--- src/rtl/pipe_hazard_ctl.sv ---
module pipe_hazard_ctl #(
  parameter int RW  = 5,
  parameter bit FWD = 1'b1
) (
  input  logic [RW-1:0] id_rs,
  input  logic [RW-1:0] id_rt,
  input  logic          id_rs_use,
  input  logic          id_rt_use,
  input  logic [RW-1:0] ex_rs,
  input  logic [RW-1:0] ex_rt,
  input  logic [RW-1:0] ex_dst,
  input  logic          ex_wr,
  input  logic          ex_load,
  input  logic          ex_link,
  input  logic [RW-1:0] mem_dst,
  input  logic          mem_wr,
  input  logic          mem_link,
  input  logic [RW-1:0] wb_dst,
  input  logic          wb_wr,
  input  logic          wb_link,
  input  logic          redirect,
  output logic [1:0]    op_a_sel,
  output logic [1:0]    op_b_sel,
  output logic          pc_hold,
  output logic          ifid_hold,
  output logic          ifid_flush,
  output logic          idex_flush
);

  localparam logic [RW-1:0] LINK_REG = '1;
  localparam logic [RW-1:0] ZERO_REG = '0;
  localparam logic [1:0]    SEL_RF   = 2'b00;
  localparam logic [1:0]    SEL_WB   = 2'b01;
  localparam logic [1:0]    SEL_MEM  = 2'b10;

  logic [RW-1:0] ex_w, mem_w, wb_w;
  logic          ex_live, mem_live, wb_live;
  logic          rs_hit_ex, rt_hit_ex, rs_hit_mem, rt_hit_mem;
  logic          data_stall;

  assign ex_w  = ex_link  ? LINK_REG : ex_dst;
  assign mem_w = mem_link ? LINK_REG : mem_dst;
  assign wb_w  = wb_link  ? LINK_REG : wb_dst;

  assign ex_live  = ex_wr  && (ex_w  != ZERO_REG);
  assign mem_live = mem_wr && (mem_w != ZERO_REG);
  assign wb_live  = wb_wr  && (wb_w  != ZERO_REG);

  assign rs_hit_ex  = id_rs_use && ex_live  && (id_rs == ex_w);
  assign rt_hit_ex  = id_rt_use && ex_live  && (id_rt == ex_w);
  assign rs_hit_mem = id_rs_use && mem_live && (id_rs == mem_w);
  assign rt_hit_mem = id_rt_use && mem_live && (id_rt == mem_w);

  generate
    if (FWD) begin : g_bypass
      function automatic logic [1:0] pick(input logic [RW-1:0] src,
                                          input logic            ml,
                                          input logic [RW-1:0] md,
                                          input logic            wl,
                                          input logic [RW-1:0] wd);
        if (ml && src == md)      return SEL_MEM;
        else if (wl && src == wd) return SEL_WB;
        else                      return SEL_RF;
      endfunction

      assign op_a_sel   = pick(ex_rs, mem_live, mem_w, wb_live, wb_w);
      assign op_b_sel   = pick(ex_rt, mem_live, mem_w, wb_live, wb_w);
      assign data_stall = ex_load && (rs_hit_ex || rt_hit_ex);
    end else begin : g_bubble
      logic unused_bypass;
      assign unused_bypass = ^{ex_rs, ex_rt, ex_load, wb_live};
      assign op_a_sel   = SEL_RF;
      assign op_b_sel   = SEL_RF;
      assign data_stall = rs_hit_ex || rt_hit_ex || rs_hit_mem || rt_hit_mem;
    end
  endgenerate

  assign pc_hold    = data_stall && !redirect;
  assign ifid_hold  = data_stall && !redirect;
  assign ifid_flush = redirect;
  assign idex_flush = data_stall || redirect;

endmodule


--- config.mk ---
export PLATFORM = sky130hd
export DESIGN_NAME = pipe_hazard_ctl
export DESIGN_NICKNAME = d
export VERILOG_FILES = /design/src/rtl/pipe_hazard_ctl.sv
export SDC_FILE = /design/constraint.sdc
export NUM_CORES = 1
export LEC_CHECK = 0
export BUFFER_PORTS_ARGS = -buffer_cell sky130_fd_sc_hd__buf_2
export CAP_MARGIN = 20
export CORE_MARGIN = 1
export CORE_UTILIZATION = 25
export DETAILED_ROUTE_END_ITERATION = 6
export GPL_ROUTABILITY_DRIVEN = 0
export SETUP_SLACK_MARGIN = 0.05
export SYNTH_ARGS = -nofsm -noshare
export SYNTH_HDL_FRONTEND = slang
export SYNTH_SLANG_ARGS = --single-unit
--- constraint.sdc ---
create_clock -name vclk -period 3.42
set_input_delay 0.342 -clock vclk [all_inputs]
set_output_delay 0.342 -clock vclk [all_outputs]
set_load 0.03 [all_outputs]
-- Yosys cells after proc, flatten, opt, wreduce, memory -nomap -nowiden
Cells that the tools add are included.
Widths: inputs -> output; s select.
- latch bits: 0
- logic and storage cells: 32
- memories: 0
- bits in read-only memories: 0
- bits of input ports: 45
- output and inout bits: 8
- bits in writable memories: 0
- register bits: 0
- divide/modulo/power cells: 0
- multiplexer cells: 7
- $mul: 0
- reductions and logical operators: 19
- bitwise operators: 0
- $lt $le $gt $ge: 0
- equal/unequal tests: 6
- $add $sub $neg: 0
- shifts and indexed selects: 0
- operator list (kind ; count):
    $eq 5x5->1 ; 6
    $mux 5 ; 3
    $reduce_bool 5->1 ; 3
    $logic_and 1x1->1 ; 13
    $mux 2 ; 2
    $logic_or 1x1->1 ; 2
    $mux 1 ; 2
    $logic_not 1->1 ; 1

-- Depth between registers and ports, before layout
Gate-level depths: netlist of the first run.
- depth in word-level cells: 8
- mapped depth: 7
- depth with buffers taken out: 5

-- Least setup slack after synthesis of the first run
OpenSTA, ideal clock, no wires.
- path type: input port to output port
- from: input mem_dst[4]
- to: output op_b_sel[0]
- stages: 6
- data arrival time: 2227 ps
- slack: 851 ps
- path buffers: 1
- required time: 3078 ps
- cell sequence: clkbuf_1 -> or3_1 -> a211oi_1 -> a31oi_1 -> nor3_1 -> nor4_1
- longest elaborated chain between the ends: 5
- elaborated cells on any way between the ends: 6
- classes of those cells: 1 x eq/ne; 2 x mux; 3 x reduce/logical
- RTL lines (element ; RTL line ; source):
    start: declaration ; 15 ; input logic [RW-1:0] mem_dst,
    $mux 5 * ; 42 ; assign mem_w = mem_link ? LINK_REG : mem_dst;
    $reduce_bool 5->1 ; 46 ; assign mem_live = mem_wr && (mem_w != ZERO_REG);
    $logic_and 1x1->1 ; 46 ;
    $logic_and 1x1->1 * ; 61 ; if (ml && src == md) return SEL_MEM;
    $mux 2 * ; 61 ;
    end: declaration ; 23 ; output logic [1:0] op_b_sel,
Every way passes the cells marked *; elsewhere a longest branch is shown, timed or not.

-- Worst setup path after layout of the first run
- from: input ex_link
- to: output idex_flush
- longest elaborated chain between the ends: 8
- elaborated cells on any way between the ends: 12
- classes of those cells: 2 x eq/ne; 1 x mux; 9 x reduce/logical
- RTL lines (element ; RTL line ; source):
    start: declaration ; 14 ; input logic ex_link,
    $mux 5 * ; 41 ; assign ex_w = ex_link ? LINK_REG : ex_dst;
    $reduce_bool 5->1 ; 45 ; assign ex_live = ex_wr && (ex_w != ZERO_REG);
    $logic_and 1x1->1 ; 45 ;
    $logic_and 1x1->1 (on tied branches) (2 in a row) ; 49, 50 ;
    $logic_or 1x1->1 * ; 68 ; assign data_stall = ex_load && (rs_hit_ex || rt_hit_ex);
    $logic_and 1x1->1 * ; 68 ;
    $logic_or 1x1->1 * ; 81 ; assign idex_flush = data_stall || redirect;
    end: declaration ; 27 ; output logic idex_flush
Marked as above.

==> results of run 1 <==
-- synth_stat cells --
library cell	count
a32oi_2	1
inv_1	1
a32oi_1	2
mux2_2	1
nor3_1	11
o311a_1	1
o41ai_1	6
and3_4	1
clkbuf_1	7
nor4_1	4
nor2_1	10
o2111a_1	1
o21ai_2	1
xor2_1	10
a21o_1	3
o211ai_1	2
nand3_1	8
a211oi_1	1
xnor2_1	7
o21a_1	1
nand2_1	12
or4_1	2
a21oi_1	10
buf_4	2
o22ai_1	2
xor2_2	1
nor4bb_1	2
a31oi_1	4
nand2b_1	1
or3_1	2
o21ai_0	3
buf_6	1
-- metal layers --
| layer | global-route usage, % | wire length (µm) | up-vias |
|---|---|---|---|
| li1 | - | - | 545 |
| met5 | 0 | 0 | - |
| met4 | 0 | 0 | 0 |
| met1 | 14.44 | 968 | 479 |
| met2 | 26.08 | 1167 | 42 |
| met3 | 1.587 | 176 | 0 |
-- final cells by class --
type | count | area (µm²)
fill | 333 | 1805
multi-input combinational | 110 | 715.7
timing repair buffer | 53 | 265.3
tap | 31 | 38.79
inverter | 1 | 3.754
-- power by group through the flow --
stage / combinational (W) / clock, W / sequential [W]
after floorplan: 0.0000672 / 0 / 0
after global placement: 0.000113 / 0 / 0
after detailed placement: 0.000118 / 0 / 0
after CTS: 0.000118 / 0 / 0
after global routing: 0.000129 / 0 / 0
final: 0.000118 / 0 / 0
-- how the worst min path moves through the flow --
stage               startpoint    endpoint  slack [ns]  depth (start not counted)
floorplan             redirect   ifid_hold        0.80                          1
global placement      redirect  ifid_flush        0.96                          2
detailed placement    redirect  ifid_flush        0.96                          2
CTS                   redirect  ifid_flush        0.96                          2
global route          redirect  ifid_flush        0.96                          2
finish                redirect  ifid_flush        0.96                          2
-- placed cells by master, fill, tap and decap left out, drive strengths merged, types with 4 or more instances in the layout --
master,n
buf,53
nand2,12
nor3,11
xor2,11
nor2,10
a21oi,10
nand3,8
xnor2,7
o41ai,6
a31oi,4
nor4,4
o21ai,4
-- through the flow --
stage                       power, W  cell area (µm²)
after floorplan           0.00006717            772.0
after global routing       0.0001293             1023
final                      0.0001176             1023
after global placement     0.0001134             1023
after CTS                  0.0001180             1023
after detailed placement   0.0001176             1023
-- kinds of logic (layout without fill, tap and decap cells) --
logic type	after synthesis	after routing	synth area share, %
AND/OR/NAND/NOR	53	53	34.68
multiplexers	1	1	1.459
buffers and inverters	11	54	7.293
AO/OA/AOI/OAI	38	38	35.17
XOR/XNOR	18	18	21.39
==> results.json, run 1 <==
{
  "status": "finished with violations",
  "violations": "DRC",
  "post-dp-hpwl_um": 1998,
  "boundaryPins": 53,
  "syn-num-nets": 166,
  "antenna_found_initial": 0,
  "hold_viol": 0,
  "avgSynthCellArea_um2": 6.380,
  "max_freq_mhz": 426.7,
  "ctsHoldBuffers": 0,
  "track_usage_pct": 12.69,
  "worstPathMaxFanout": 16,
  "setup_violations": 0,
  "cp_slowest_cell": "or4_1",
  "swShare_pct": 55.70,
  "cp.arrival_ns": 2.00,
  "p_int_w": 0.00005211,
  "wire_per_inst_um": 11.85,
  "final_util_pct": 36.18,
  "period_minus_slack_ns": 2.344,
  "holdWs_ns": 0.9577,
  "synth_area_um2": 772.0,
  "yosys_warnings": 0,
  "antenna_left": 0,
  "drv_cap": 0,
  "portBuffers": 53,
  "crit_path_end_kind": "primary output",
  "pwr-share-seq_pct": 0,
  "ys_types": 32,
  "grt_max_degree": 17,
  "remaining_drc_errors": 3,
  "worstSetupPathType": "in -> out",
  "grt-ovfl-total": 0,
  "p_leak_nw": 0.4616,
  "yosysSeqAreaShare_pct": 0,
  "cp-endpoint": "idex_flush",
  "fin_ws_ns": 1.076,
  "worst-path-buf-inv": 2,
  "slowest_delay_ns": 0.53,
  "min_path_type": "in -> out",
  "tns_ns": 0,
  "seq_cells": 0,
  "wl_um": 2311,
  "path_delay_family": "simple AND/OR/NAND/NOR gates",
  "post-route-period-util_pct": 68.53,
  "p_comb_share_pct": 100.0,
  "syn_to_final_growth_pct": 32.58,
  "clkbuf_count": 0,
  "crit_start": "ex_link",
  "synth_area_leaders": "xor2_1 (11%), xnor2_1 (7.9%), nor3_1 (7.1%)",
  "p_per_area_mw_per_mm2": 114.9,
  "cts_post_setup_buffers_inserted": 0,
  "drt_iter0_drc": 41,
  "first_global_vias": 912,
  "dieArea_mm2": 0.003314,
  "p_sw_w": 0.00006553,
  "start_kind": "primary input",
  "slew_violations": 0,
  "final_layout_size_suffix_gt1_share_pct": 35.37,
  "maxSlewHeadroom_pct": 70.48,
  "fin_nets": 211,
  "synth_top_area_cell": "xor2_1",
  "rsz0062_at_grt": "no",
  "path_common_cell": "buf_2",
  "synthCells": 121,
  "seqCellArea_um2": 0,
  "cts_resized": 0,
  "dp_cells": 195,
  "stdcell_count": 195,
  "cp.depth": 7,
  "synth_top_area_share_pct": 11.35,
  "preCtsSetupSlack_ns": 1.066,
  "start_util_pct": 27.29,
  "drtPass1Iterations": 6,
  "worstPathCellList": "buf_2, or4_1, o311a_1, and3_4, a32oi_2, nand2b_1, buf_2",
  "row_count": 19,
  "die_x_um": 57.57,
  "cp.required_ns": 3.08,
  "viasPerCell": 5.467,
  "grt_pass1_wl_um": 3546,
  "coreArea_mm2": 0.002829,
  "worst_pin_slew_ns": 0.4371,
  "vias": 1066,
  "ir_drop_mv": 0.04203,
  "die_y_um": 57.57,
  "pwr-share-clk_pct": 0,
  "num_antenna_cells": 0
}
Note: power is estimated with default switching activity, not from simulation.
==> run 2: changes to the inputs <==
- clock period: 3.42 -> 2.35 ns (I/O delays scaled with it)
==> run 2 against run 1 <==
Against the previous run: the flow still finishes with violations (DRC); count of clock-buffer cells in the layout is the same; global-route usage rose by 2.3 points; core utilization increased by 0.44 points; wire length rose by 4.4%.
==> results.json, run 2 (synthesis results as in run 1) <==
{
  "start_util_pct": 27.29,
  "tns_ns": 0,
  "drtPass1Iterations": 6,
  "cts_resized": 0,
  "first_global_vias": 987,
  "max_freq_mhz": 485.6,
  "rsz0062_at_grt": "no",
  "slew_violations": 0,
  "worst_pin_slew_ns": 0.5131,
  "cp.required_ns": 2.12,
  "num_antenna_cells": 0,
  "maxSlewHeadroom_pct": 65.35,
  "syn_to_final_growth_pct": 34.20,
  "mostFrequentLayoutCells": "buf_2 (53), nand2_1 (12)",
  "die_y_um": 57.57,
  "period_minus_slack_ns": 2.059,
  "clkbuf_count": 0,
  "highest_layer": "met4",
  "worstSetupPathType": "in -> out",
  "worstPathCellList": "buf_2, or4_1, o311a_1, and3_4, a32oi_2, nor2_1, buf_2",
  "antenna_left": 0,
  "remaining_drc_errors": 3,
  "row_count": 19,
  "seqCellArea_um2": 0,
  "die_x_um": 57.57,
  "final_layout_size_suffix_gt1_share_pct": 36.36,
  "dieArea_mm2": 0.003314,
  "wire_per_inst_um": 12.31,
  "grt-ovfl-total": 0,
  "cp.arrival_ns": 1.82,
  "hold_viol": 0,
  "ctsHoldBuffers": 0,
  "wl_met3_um": 122,
  "met1_length_um": 1088,
  "wl_um": 2413,
  "grt_max_degree": 16,
  "antenna_found_initial": 0,
  "cp_slowest_cell": "or4_1",
  "post-route-period-util_pct": 87.63,
  "path_common_cell": "buf_2",
  "viasPerCell": 5.464,
  "final_common_cell": "buf_2",
  "p_leak_nw": 0.4667,
  "ir_drop_mv": 0.05399,
  "p_per_area_mw_per_mm2": 168.1,
  "vias": 1071,
  "start_kind": "primary input",
  "crit_path_end_kind": "primary output",
  "routed-wl-met2_um": 1194,
  "drt_iter0_drc": 82,
  "final_util_pct": 36.62,
  "track_usage_pct": 14.95,
  "violations": "DRC",
  "min_path_type": "in -> out",
  "setup_violations": 0,
  "fin_nets": 212,
  "worstPathMaxFanout": 5,
  "status": "finished with violations",
  "post-dp-hpwl_um": 2006,
  "portBuffers": 53,
  "seq_cells": 0,
  "slowest_delay_ns": 0.51,
  "drv_cap": 0,
  "boundaryPins": 53,
  "grt_pass1_wl_um": 4140,
  "cts_post_setup_buffers_inserted": 0,
  "coreArea_mm2": 0.002829
}
[run 2: per-stage QoR]
step / worst slack [ns] / instances / power (W) / area (µm²) / hold WS, ns
floorplan: 0.05882 / 121 / 0.00009854 / 777.0 / 0.5891
global placement: 0.3359 / 196 / 0.0001677 / 1036 / 0.7434
detailed placement: 0.2967 / 196 / 0.0001729 / 1036 / 0.7465
CTS: 0.2960 / 196 / 0.0001736 / 1036 / 0.7465
global route: 0.2429 / 196 / 0.0001954 / 1036 / 0.7527
finish: 0.2908 / 196 / 0.0001741 / 1036 / 0.7473
[run 2: layout make-up]
class              instances  area [µm²]
fillers                  316        1793
multi-input cells        110       720.7
repair buffers            54       272.8
well taps                 31       38.79
inverters                  1       3.754
[run 2: worst max-delay path: cells and delay by family]
kind | cells | cell delay [ns]
AND/OR/NAND/NOR | 3 | 0.76
AO/OA/AOI/OAI | 2 | 0.53
buffers and inverters | 2 | 0.30
[run 2: power by group]
group | leakage (nW) | switching, W | internal (W)
clock network | 0 | 0 | 0
registers | 0 | 0 | 0
logic | 0.467 | 0.0000971 | 0.0000770
[run 2: final timing paths]
path	startpoint	endpoint	slack, ns	cells past startpoint
setup / recovery	ex_dst[1]	ifid_hold	0.29	7
hold / removal	redirect	ifid_flush	0.75	2
[run 2: metal layers]
layer  up-vias  track usage (%)
li1        550                -
met1       488            19.07
met2        31            28.90
met3         2           0.4535
met4         0           0.6969
met5         -                0
==> run 3: changes to the inputs <==
- CORE_UTILIZATION: 25 -> 28
==> run 3 against run 2 <==
Against the previous run: the run now ends clean; design area down 0.12%; wire length is 0.33% lower; maximum frequency increased by 0.88%; core utilization rose by 4.0 points; critical path depth stayed put; flip-flop and latch count is the same; die area is 10% lower; sequential share of layout area is the same; global-route usage grew 1.4 points; highest routed layer is now met3.
==> results.json, run 3 (synthesis results as in run 1) <==
{
  "drv_cap": 0,
  "clkbuf_count": 0,
  "place_area_mm2": 0.001035,
  "setup_violations": 0,
  "whs_path_depth": 2,
  "grt_max_degree": 16,
  "fin_nets": 212,
  "dp_cells": 195,
  "first_global_vias": 918,
  "seqCellArea_um2": 0,
  "slew_violations": 0,
  "hold_viol": 0,
  "stdcell_count": 195,
  "grt_pass1_wl_um": 3691,
  "min_to": "ifid_flush",
  "ctsHoldBuffers": 0,
  "p_leak_nw": 0.4667,
  "final_layout_size_suffix_gt1_share_pct": 36.36,
  "preCtsSetupSlack_ns": 0.3119,
  "drt_iter0_drc": 35,
  "max_freq_mhz": 489.9,
  "period_minus_slack_ns": 2.041,
  "worst_pin_slew_ns": 0.4172,
  "wl_um": 2405,
  "post-dp-hpwl_um": 2078,
  "fin_ws_ns": 0.3088,
  "tns_ns": 0,
  "viasPerCell": 5.456,
  "track_usage_pct": 16.39,
  "num_antenna_cells": 0,
  "mostFrequentLayoutCells": "buf_2 (53), nand2_1 (12)",
  "min_path_type": "in -> out",
  "vias": 1064,
  "cts_resized": 0,
  "start_kind": "primary input",
  "crit_path_end_kind": "primary output",
  "die_x_um": 54.51,
  "antenna_left": 0,
  "worstPathMaxFanout": 5,
  "cp.required_ns": 2.12,
  "rsz0062_at_grt": "no",
  "grt-ovfl-total": 0,
  "seq_cells": 0,
  "ir_drop_mv": 0.07512,
  "cts_post_setup_buffers_inserted": 0,
  "maxSlewHeadroom_pct": 71.82,
  "cp.arrival_ns": 1.81,
  "remaining_drc_errors": 0,
  "syn_to_final_growth_pct": 34.04,
  "dieArea_mm2": 0.002971,
  "hold_path_startpoint": "redirect",
  "start_util_pct": 30.33,
  "fin_area_mm2": 0.001035,
  "antenna_found_initial": 0,
  "drtPass1Iterations": 4,
  "wire_per_inst_um": 12.33,
  "p_per_area_mw_per_mm2": 168.3,
  "post-route-period-util_pct": 86.86,
  "portBuffers": 53,
  "coreArea_mm2": 0.002545,
  "holdWs_ns": 0.7467,
  "final_common_cell": "buf_2",
  "row_count": 18,
  "worstSetupPathType": "in -> out",
  "die_y_um": 54.51,
  "status": "complete, no violations",
  "boundaryPins": 53
}
run 3: cell type report:
| class | instances | area, µm² |
|---|---|---|
| Fill cell | 286 | 1510 |
| Tap cell | 30 | 37.54 |
| Inverter | 1 | 3.754 |
| Timing Repair Buffer | 54 | 272.8 |
| Multi-Input combinational cell | 110 | 720.7 |
run 3: metal layers:
metal	track usage [%]	vias to the layer above	wire length, µm
met4	0.4274	0	0
li1	-	554	-
met1	20.42	486	1084
met2	32.32	24	1209
met5	0	-	0
met3	0.2778	0	110
run 3: power by group:
| group | total (W) | internal (W) | switching (W) |
|---|---|---|---|
| clock network | 0 | 0 | 0 |
| registers | 0 | 0 | 0 |
| logic | 0.000174 | 0.0000770 | 0.0000971 |
| total | 0.000174 | 0.0000770 | 0.0000971 |
run 3: worst max path at each step:
stage | startpoint | depth (start not counted) | slack (ns) | endpoint
floorplan | mem_link | 6 | 0.06 | op_b_sel[0]
global placement | ex_dst[1] | 7 | 0.34 | idex_flush
detailed placement | ex_dst[1] | 7 | 0.31 | pc_hold
CTS | ex_dst[1] | 7 | 0.31 | pc_hold
global route | ex_dst[1] | 7 | 0.21 | ifid_hold
finish | ex_dst[1] | 7 | 0.31 | ifid_hold
run 3: critical path, stage by stage:
cell and delay [ns]:
buf_2 0.12, or4_1 0.50, o311a_1 0.32, and3_4 0.17, a32oi_2 0.20, nor2_1 0.07
buf_2 0.18
run 3: per-stage QoR:
| stage | total power, W | utilization (%) |
|---|---|---|
| after floorplan | 0.00009854 | - |
| after global placement | 0.0001676 | 40.66 |
| after detailed placement | 0.0001736 | 40.66 |
| after CTS | 0.0001743 | 40.66 |
| after global routing | 0.0001939 | 40.66 |
| final | 0.0001741 | 40.66 |
